$ cat config.mk
export PLATFORM = sky130hd
export DESIGN_NAME = irq_coalescer
export DESIGN_NICKNAME = d
export VERILOG_FILES = /design/src/rtl/coal_pkg.sv /design/src/rtl/coal_regs.sv /design/src/rtl/coal_trigger.sv /design/src/rtl/coal_timer.sv /design/src/rtl/coal_msg.sv /design/src/rtl/irq_coalescer.sv
export SDC_FILE = /design/constraint.sdc
export NUM_CORES = 1
export LEC_CHECK = 0
export BUFFER_PORTS_ARGS = -buffer_cell sky130_fd_sc_hd__buf_2
export CAP_MARGIN = 5
export CORE_ASPECT_RATIO = 2
export CORE_MARGIN = 1.5
export CORE_UTILIZATION = 50
export CTS_CLUSTER_DIAMETER = 100
export DETAILED_ROUTE_END_ITERATION = 8
export HOLD_SLACK_MARGIN = 0.03
export PLACE_DENSITY_LB_ADDON = 0.05
export SLEW_MARGIN = 20
export SYNTH_ARGS = -nofsm -noshare
export SYNTH_HDL_FRONTEND = slang
export SYNTH_HIERARCHICAL = 1
export SYNTH_SLANG_ARGS = --single-unit
$ cat constraint.sdc
create_clock -name clk -period 6.1 [get_ports clk]
set_clock_uncertainty 0.05 [all_clocks]
set_input_delay 1.525 -clock clk [delete_from_list [all_inputs] [get_ports clk]]
set_output_delay 1.525 -clock clk [all_outputs]
set_load 0.1 [all_outputs]
$ cat src/rtl/coal_pkg.sv
package coal_pkg;

  typedef enum logic [2:0] {
    SEL_CTRL  = 3'd0,
    SEL_TMO   = 3'd1,
    SEL_ALO   = 3'd2,
    SEL_AHI   = 3'd3,
    SEL_DATA  = 3'd4
  } reg_sel_e;

  localparam int REG_W = 32;

endpackage

$ cat src/rtl/coal_regs.sv
module coal_regs
  import coal_pkg::*;
#(
  parameter int CNT_W   = 15,
  parameter int TMO_W   = 13,
  parameter int AHI_W   = 16,
  parameter int DW      = 32,
  parameter int TEN_BIT = 18,
  localparam int AW     = REG_W + AHI_W
) (
  input  logic             clk,
  input  logic             rst_n,
  input  logic             we,
  input  logic [2:0]       sel,
  input  logic [REG_W-1:0] wdata,
  output logic [CNT_W-1:0] thr,
  output logic             tmr_en,
  output logic [TMO_W-1:0] tmo,
  output logic [AW-1:0]    addr,
  output logic [DW-1:0]    pay
);

  logic ld_ctrl, ld_tmo, ld_alo, ld_ahi, ld_data;
  logic unused_wdata;

  assign unused_wdata = ^wdata;

  always_comb begin
    ld_ctrl = we && (sel == SEL_CTRL);
    ld_tmo  = we && (sel == SEL_TMO);
    ld_alo  = we && (sel == SEL_ALO);
    ld_ahi  = we && (sel == SEL_AHI);
    ld_data = we && (sel == SEL_DATA);
  end

  always_ff @(posedge clk or negedge rst_n) begin
    if (!rst_n) begin
      thr    <= '0;
      tmr_en <= 1'b0;
    end else if (ld_ctrl) begin
      thr    <= wdata[CNT_W-1:0];
      tmr_en <= wdata[TEN_BIT];
    end
  end

  always_ff @(posedge clk or negedge rst_n) begin
    if (!rst_n)      tmo <= '0;
    else if (ld_tmo) tmo <= wdata[TMO_W-1:0];
  end

  always_ff @(posedge clk or negedge rst_n) begin
    if (!rst_n)      addr[REG_W-1:0] <= '0;
    else if (ld_alo) addr[REG_W-1:0] <= wdata;
  end

  always_ff @(posedge clk or negedge rst_n) begin
    if (!rst_n)      addr[AW-1:REG_W] <= '0;
    else if (ld_ahi) addr[AW-1:REG_W] <= wdata[AHI_W-1:0];
  end

  always_ff @(posedge clk or negedge rst_n) begin
    if (!rst_n)       pay <= '0;
    else if (ld_data) pay <= wdata[DW-1:0];
  end

endmodule

$ cat src/rtl/coal_trigger.sv
module coal_trigger #(
  parameter int CNT_W = 15
) (
  input  logic             clk,
  input  logic             rst_n,
  input  logic [CNT_W-1:0] count,
  input  logic [CNT_W-1:0] thr,
  input  logic             issue,
  output logic [CNT_W-1:0] cnt_q,
  output logic             cnt_hit
);

  logic fresh_q, fresh_d;
  logic rise;

  always_comb begin
    rise = (count > cnt_q);
    if (rise)       fresh_d = 1'b1;
    else if (issue) fresh_d = 1'b0;
    else            fresh_d = fresh_q;
  end

  always_ff @(posedge clk or negedge rst_n) begin
    if (!rst_n) begin
      cnt_q   <= '0;
      fresh_q <= 1'b0;
    end else begin
      cnt_q   <= count;
      fresh_q <= fresh_d;
    end
  end

  assign cnt_hit = fresh_q && (cnt_q != '0) && (cnt_q >= thr);

endmodule

$ cat src/rtl/coal_timer.sv
module coal_timer #(
  parameter int TMO_W = 13
) (
  input  logic             clk,
  input  logic             rst_n,
  input  logic             start,
  input  logic             clear,
  input  logic [TMO_W-1:0] tmo,
  output logic             run_q,
  output logic [TMO_W-1:0] tcnt_q,
  output logic             hit
);

  logic             run_d;
  logic [TMO_W-1:0] tcnt_d;

  always_comb begin
    run_d  = run_q;
    tcnt_d = tcnt_q;
    if (start) begin
      run_d  = 1'b1;
      tcnt_d = '0;
    end else if (clear) begin
      run_d  = 1'b0;
      tcnt_d = '0;
    end else if (run_q && (tcnt_q < tmo)) begin
      tcnt_d = tcnt_q + 1'b1;
    end
  end

  always_ff @(posedge clk or negedge rst_n) begin
    if (!rst_n) begin
      run_q  <= 1'b0;
      tcnt_q <= '0;
    end else begin
      run_q  <= run_d;
      tcnt_q <= tcnt_d;
    end
  end

  assign hit = run_q && (tcnt_q >= tmo);

endmodule

$ cat src/rtl/coal_msg.sv
module coal_msg #(
  parameter int AW = 48,
  parameter int DW = 32
) (
  input  logic          clk,
  input  logic          rst_n,
  input  logic          fire,
  input  logic [AW-1:0] addr_in,
  input  logic [DW-1:0] data_in,
  input  logic          ack,
  output logic          valid,
  output logic [AW-1:0] addr,
  output logic [DW-1:0] data
);

  logic valid_d;

  always_comb begin
    if (fire)             valid_d = 1'b1;
    else if (valid && ack) valid_d = 1'b0;
    else                  valid_d = valid;
  end

  always_ff @(posedge clk or negedge rst_n) begin
    if (!rst_n) valid <= 1'b0;
    else        valid <= valid_d;
  end

  always_ff @(posedge clk or negedge rst_n) begin
    if (!rst_n) begin
      addr <= '0;
      data <= '0;
    end else if (fire) begin
      addr <= addr_in;
      data <= data_in;
    end
  end

endmodule

$ cat src/rtl/irq_coalescer.sv
module irq_coalescer #(
  parameter int CNT_W   = 15,
  parameter int TMO_W   = 13,
  parameter int AHI_W   = 16,
  parameter int DW      = 32,
  parameter int TEN_BIT = 18,
  localparam int AW     = coal_pkg::REG_W + AHI_W
) (
  input  logic                       clk,
  input  logic                       rst_n,
  input  logic                       reg_we,
  input  logic [2:0]                 reg_sel,
  input  logic [coal_pkg::REG_W-1:0] reg_wdata,
  input  logic [CNT_W-1:0]           cmp_count,
  input  logic                       cmp_valid,
  input  logic                       cmp_irq,
  output logic                       msg_valid,
  output logic [AW-1:0]              msg_addr,
  output logic [DW-1:0]              msg_data,
  input  logic                       msg_ack
);

  logic [1:0]       rst_pipe;
  logic             rst_n_s;
  logic [CNT_W-1:0] thr;
  logic             tmr_en;
  logic [TMO_W-1:0] tmo;
  logic [AW-1:0]    cfg_addr;
  logic [DW-1:0]    cfg_pay;
  logic [CNT_W-1:0] cnt_q;
  logic             cnt_hit;
  logic             run_q;
  logic [TMO_W-1:0] tcnt_q;
  logic             tmr_hit;
  logic             tmr_start;
  logic             fire;

  always_ff @(posedge clk or negedge rst_n) begin
    if (!rst_n) rst_pipe <= 2'b00;
    else        rst_pipe <= {rst_pipe[0], 1'b1};
  end
  assign rst_n_s = rst_pipe[1];

  always_comb begin
    tmr_start = cmp_valid && cmp_irq && tmr_en;
    fire      = !msg_valid && (cnt_hit || (tmr_en && tmr_hit));
  end

  coal_regs #(
    .CNT_W(CNT_W), .TMO_W(TMO_W), .AHI_W(AHI_W), .DW(DW), .TEN_BIT(TEN_BIT)
  ) u_regs (
    .clk(clk), .rst_n(rst_n_s), .we(reg_we), .sel(reg_sel), .wdata(reg_wdata),
    .thr(thr), .tmr_en(tmr_en), .tmo(tmo), .addr(cfg_addr), .pay(cfg_pay)
  );

  coal_trigger #(.CNT_W(CNT_W)) u_trig (
    .clk(clk), .rst_n(rst_n_s), .count(cmp_count), .thr(thr), .issue(fire),
    .cnt_q(cnt_q), .cnt_hit(cnt_hit)
  );

  coal_timer #(.TMO_W(TMO_W)) u_tmr (
    .clk(clk), .rst_n(rst_n_s), .start(tmr_start), .clear(fire), .tmo(tmo),
    .run_q(run_q), .tcnt_q(tcnt_q), .hit(tmr_hit)
  );

  coal_msg #(.AW(AW), .DW(DW)) u_msg (
    .clk(clk), .rst_n(rst_n_s), .fire(fire), .addr_in(cfg_addr), .data_in(cfg_pay),
    .ack(msg_ack), .valid(msg_valid), .addr(msg_addr), .data(msg_data)
  );

endmodule

==> results.toml, run 1 <==
[synthesis]
synth_flop_cell = "dfrtp_1"
yosys.area.top_type_share_pct = 55.8
yosys-top-cells-area = "dfrtp_1 (56%), mux2_4 (12%), mux2_2 (12%)"
synthCells = 671
ys_seq_elements = 222
syn_nets = 771
async_flop_share_pct = 100
synth_edf_count = 0
yosys_warnings = 6
ys_seq_area_share_pct = 55.8
synth_top_cell_by_area = "dfrtp_1"
synth_area_um2 = 9950
netlist-cell-type-count = 51
syn_area_per_cell_um2 = 14.8

[floorplan]
rows = 72
start_util_pct = 51.1
pin_count = 137
die_area_um2 = 20800
dieWidth_um = 103
die_h_um = 202
core_um2 = 19500

[min_path]
hold_class = "register to asynchronous set/reset pin"

[global_route]
grt_max_degree = 180
grt_use_met2_pct = 38.7
grt_use_total_pct = 20.9
grt_pass1_vias = 6599
grt-busiest-layer = "met2"
antenna_found_initial = 0
grt_pass1_wl_mm = 34.0
met1_usage_pct = 23.9
grt.overflow.total = 0
gr-usage-met3_pct = 2.93

[clock_tree]
clk_path_buf_depth = 3
cts.sinks = 222
cts_buffers = 21
cts.clk_slew.worst_paths_ps = 70
hold_buffers = 0
postCtsSetupBuffers = 0
cts_tree = "done"
post_cts_resized = 0
cts_root_buf = "clkbuf_16"
htree_levels = 1
clk_latency_ps = 490

[setup_path]
cp-end-kind = "register"
worstPathArrival_ps = 3940
timing.rr.start = "u_tmr/tcnt_q[6]"
startpoint = "u_tmr/tcnt_q[6]"
reg2reg_depth = 11
start_kind = "register"
crit_type = "register to register"
timing.rr.end = "u_tmr/tcnt_q[10]"
reg2reg_setup_slack_ps = 2480
crit_fanout = 24
required_ps = 6420

[route]
vias = 5889
drtAntennaViolNets = 0
via_per_inst = 5.45
wl_per_cell_um = 19.5
dr.pass1.iters = 4
wl_mm = 21.1
drt_iter0_drc = 170
drc_errors = 0

[sta]
timing_hold_violations_final = 0
rsz0062_at_grt = "no"
fmax_mhz = 276
fin_setup_tns_ps = 0
max_slew_margin_pct = 34.8
tightest_slew_ps = 977
post-route-period-util_pct = 59.3
min_period_ps = 3620
setup_violations = 0
drv_slew = 0

[layout]
final_cell_mix = "dfrtp_1 (221), buf_2 (136), mux2_2 (104)"
n_antenna_cell = 0
drive_gt1_share_pct = 44.6
fin_nets = 910
final_common_cell = "dfrtp_1"
instances_no_fill = 1080
final_util_pct = 58.9
area_growth_pct = 15.2

[placed_design]
dp_hpwl_mm = 14.7
gp_congestion = 0.832
dp_cells = 1046
port_buffers = 136

[run]
cap_violations = 0

[status]
status = "finished, final reports clean"
how the worst max path moves through the flow:
stage | endpoint | depth (start not counted) | slack [ps]
floorplan | u_msg/addr[0] | 0 | 2400
detailed placement | u_tmr/tcnt_q[10] | 11 | 2560
global route | u_tmr/tcnt_q[1] | 11 | 2320
finish | u_tmr/tcnt_q[10] | 11 | 2480
global placement | u_tmr/tcnt_q[1] | 11 | 2670
CTS | u_tmr/tcnt_q[10] | 11 | 2570
Yosys cell counts, types with 5 or more instances:
library cell    n
and3_1          7
or4_1           7
buf_2           6
o21ai_1         5
buf_6           9
nand2_1        17
mux2_2        104
nand4_1        10
inv_1          46
nor4_1          5
buf_12          8
ha_1           44
mux2_4         79
o31ai_1         8
a21boi_1        6
nor3_1          5
dfrtp_1       222
a21oi_1        14
nand3_1         6
mux2_1          6
state kept, by name (all words and copies together) (netlist names):
signal and count:
rst_pipe 2, u_regs/tmr_en 1, u_trig/fresh_q 1, u_msg/valid 1, u_regs/addr 48, u_tmr/tcnt_q 13
u_regs/pay 32, u_trig/cnt_q 15, u_regs/thr 15, u_regs/tmo 13, u_msg/addr 48, u_tmr/run_q 1
u_msg/data 32
metal layers:
metal  routed length, um  part of all wire, %  vias up
met3                 830                  3.9       46
li1                    -                    -     2689
met5                   0                    0        -
met1                8110                   38     3003
met2               11400                   54      151
met4                 680                  3.2        0
cell type report:
cell class	instances	area [um2]
Multi-Input combinational cell	377	3950
Sequential cell	222	5560
Clock inverter	4	95.1
Clock buffer	30	619
Tap cell	259	324
Timing Repair Buffer	142	742
Inverter	46	173
Fill cell	1618	8000
worst max-delay path: stages (launching register included):
cell	delay, ps
dfrtp_1	440
ha_1	320
a21oi_1	170
o21ai_1	110
a211oi_1	430
a21oi_1	160
a21oi_1	240
nor2_4	80
buf_4	270
nor2_1	730
o311ai_0	350
o41ai_1	140
cell families (layout without fill, tap and decap cells):
family / Yosys count / count (layout) / synth area share, %
flops: 222 / 222 / 55.8
mux: 192 / 192 / 24.7
simple gates: 79 / 79 / 4.93
buf+inv: 72 / 222 / 4.82
compound gates: 61 / 61 / 4.15
fa+ha+maj: 44 / 44 / 5.53
other cells: 1 / 1 / 0.0377
per-stage QoR:
step	setup slack [ps]	hold slack, ps	cell area [um2]
floorplan	2400	281	9950
global placement	2670	286	10700
detailed placement	2560	289	10700
CTS	2570	306	11500
global route	2320	333	11500
finish	2480	280	11500
Power of run 1 is not shown: default switching activity piles up to over one toggle a cycle in this logic, so the estimate is an artifact.
==> inputs of run 2 (changes only) <==
- clock period: 6.1 -> 3.7 ns (I/O delays scaled with it)
==> run 2 against run 1 <==
Compared with the run above: sequential share of layout area decreased by 0.36 points; routed wire length decreased by 0.44%; count of clock-buffer cells in the layout decreased by 2; die area unchanged.
==> results.toml, run 2 (synthesis gave the netlist of run 1 again) <==
[sta]
timing_hold_violations_final = 0
max_slew_margin_pct = 48.9
fmax_mhz = 313
rsz0062_at_grt = "no"
tightest_slew_ps = 766
setup_violations = 0
drv_slew = 0
min_period_ps = 3200
fin_setup_tns_ps = 0
post-route-period-util_pct = 86.4

[clock_tree]
cts_tree = "done"
htree_levels = 1
clk_path_buf_depth = 3
cts.sinks = 222
cts.clk_slew.worst_paths_ps = 60
clk_latency_ps = 500
postCtsSetupBuffers = 0
post_cts_resized = 0
hold_buffers = 0
cts_root_buf = "clkbuf_16"
cts_buffers = 21

[global_route]
grt_pass1_vias = 6365
antenna_found_initial = 0
grt.overflow.total = 0
grt_pass1_wl_mm = 33.6
grt_max_degree = 81
grt_use_total_pct = 20.8

[placed_design]
port_buffers = 136
gp_congestion = 0.827
dp_hpwl_mm = 14.8

[layout]
final_common_cell = "dfrtp_1"
fin_nets = 915
area_growth_pct = 16.1
final_cell_mix = "dfrtp_1 (221), buf_2 (136), mux2_2 (104)"
n_antenna_cell = 0
reg_top3 = "u_msg/addr x48, u_regs/addr x48"
drive_gt1_share_pct = 45.1

[setup_path]
required_ps = 4030
timing.rr.start = "u_tmr/tcnt_q[11]"
reg2reg_depth = 9
startpoint = "u_tmr/tcnt_q[11]"
crit_type = "register to register"
reg2reg_setup_slack_ps = 500
timing.rr.end = "u_msg/data[30]"
crit_fanout = 41
cp-end-kind = "register"
setup.worst_path.end = "u_msg/data[30]"
start_kind = "register"
worstPathArrival_ps = 3530

[min_path]
hold_class = "input port to asynchronous set/reset pin"

[route]
drtAntennaViolNets = 0
wl_per_cell_um = 19.3
wl_mm = 21.0
dr.pass1.iters = 4
vias = 5869
drc_errors = 0
via_per_inst = 5.39
drt_iter0_drc = 180

[floorplan]
core_um2 = 19500
die_area_um2 = 20800
rows = 72
die_h_um = 202
pin_count = 137
dieWidth_um = 103
start_util_pct = 51.1

[run]
cap_violations = 0

[status]
status = "finished, final reports clean"
run 2: worst max-delay path: stages, from the launching register on:
cell and delay (ps):
dfrtp_1 430, ha_1 310, nand4_1 210, nor3_1 400, o31ai_1 150, a21oi_1 280
a21oi_1 150, nor2_4 350, buf_12 340, mux2_4 340
run 2: stage by stage:
step | hold slack [ps] | cell area, um2 | utilization, % | std cells | setup WS, ps
final | 145 | 11500 | 59.3 | 1089 | 503
after global routing | 130 | 11500 | 59.3 | 1089 | 335
after CTS | 127 | 11500 | 59.2 | 1088 | 493
after detailed placement | 291 | 10800 | 55.5 | 1050 | 501
after global placement | 287 | 10800 | 55.5 | 1050 | 618
after floorplan | 281 | 9950 | - | 671 | 1180
run 2: how the worst min path moves through the flow:
stage,to,start,cells after the start,slack (ps)
after floorplan,rst_pipe[1],rst_pipe[0],0,280
after global placement,rst_pipe[1],rst_pipe[0],0,290
after detailed placement,rst_pipe[1],rst_pipe[0],0,290
after CTS,rst_pipe[1],rst_n,1,130
after global routing,rst_pipe[1],rst_n,1,130
final,rst_pipe[0],rst_n,1,150
run 2: metal layers:
metal	global-route usage (%)	part of all wire, %	wire (um)
met1	24.7	39	8200
met2	37.1	53	11100
met3	2.69	3.9	818
met4	8.64	4.3	895
met5	0	0	0
run 2: area by class of cell:
type	count	area [um2]
sequential	222	5560
tap	259	324
inverter	46	173
clock buffer	28	582
clock inverter	10	140
multi-input combinational	377	3950
timing repair buffer	147	821
fill	1607	7910
Power of run 2 is left out for the same reason.
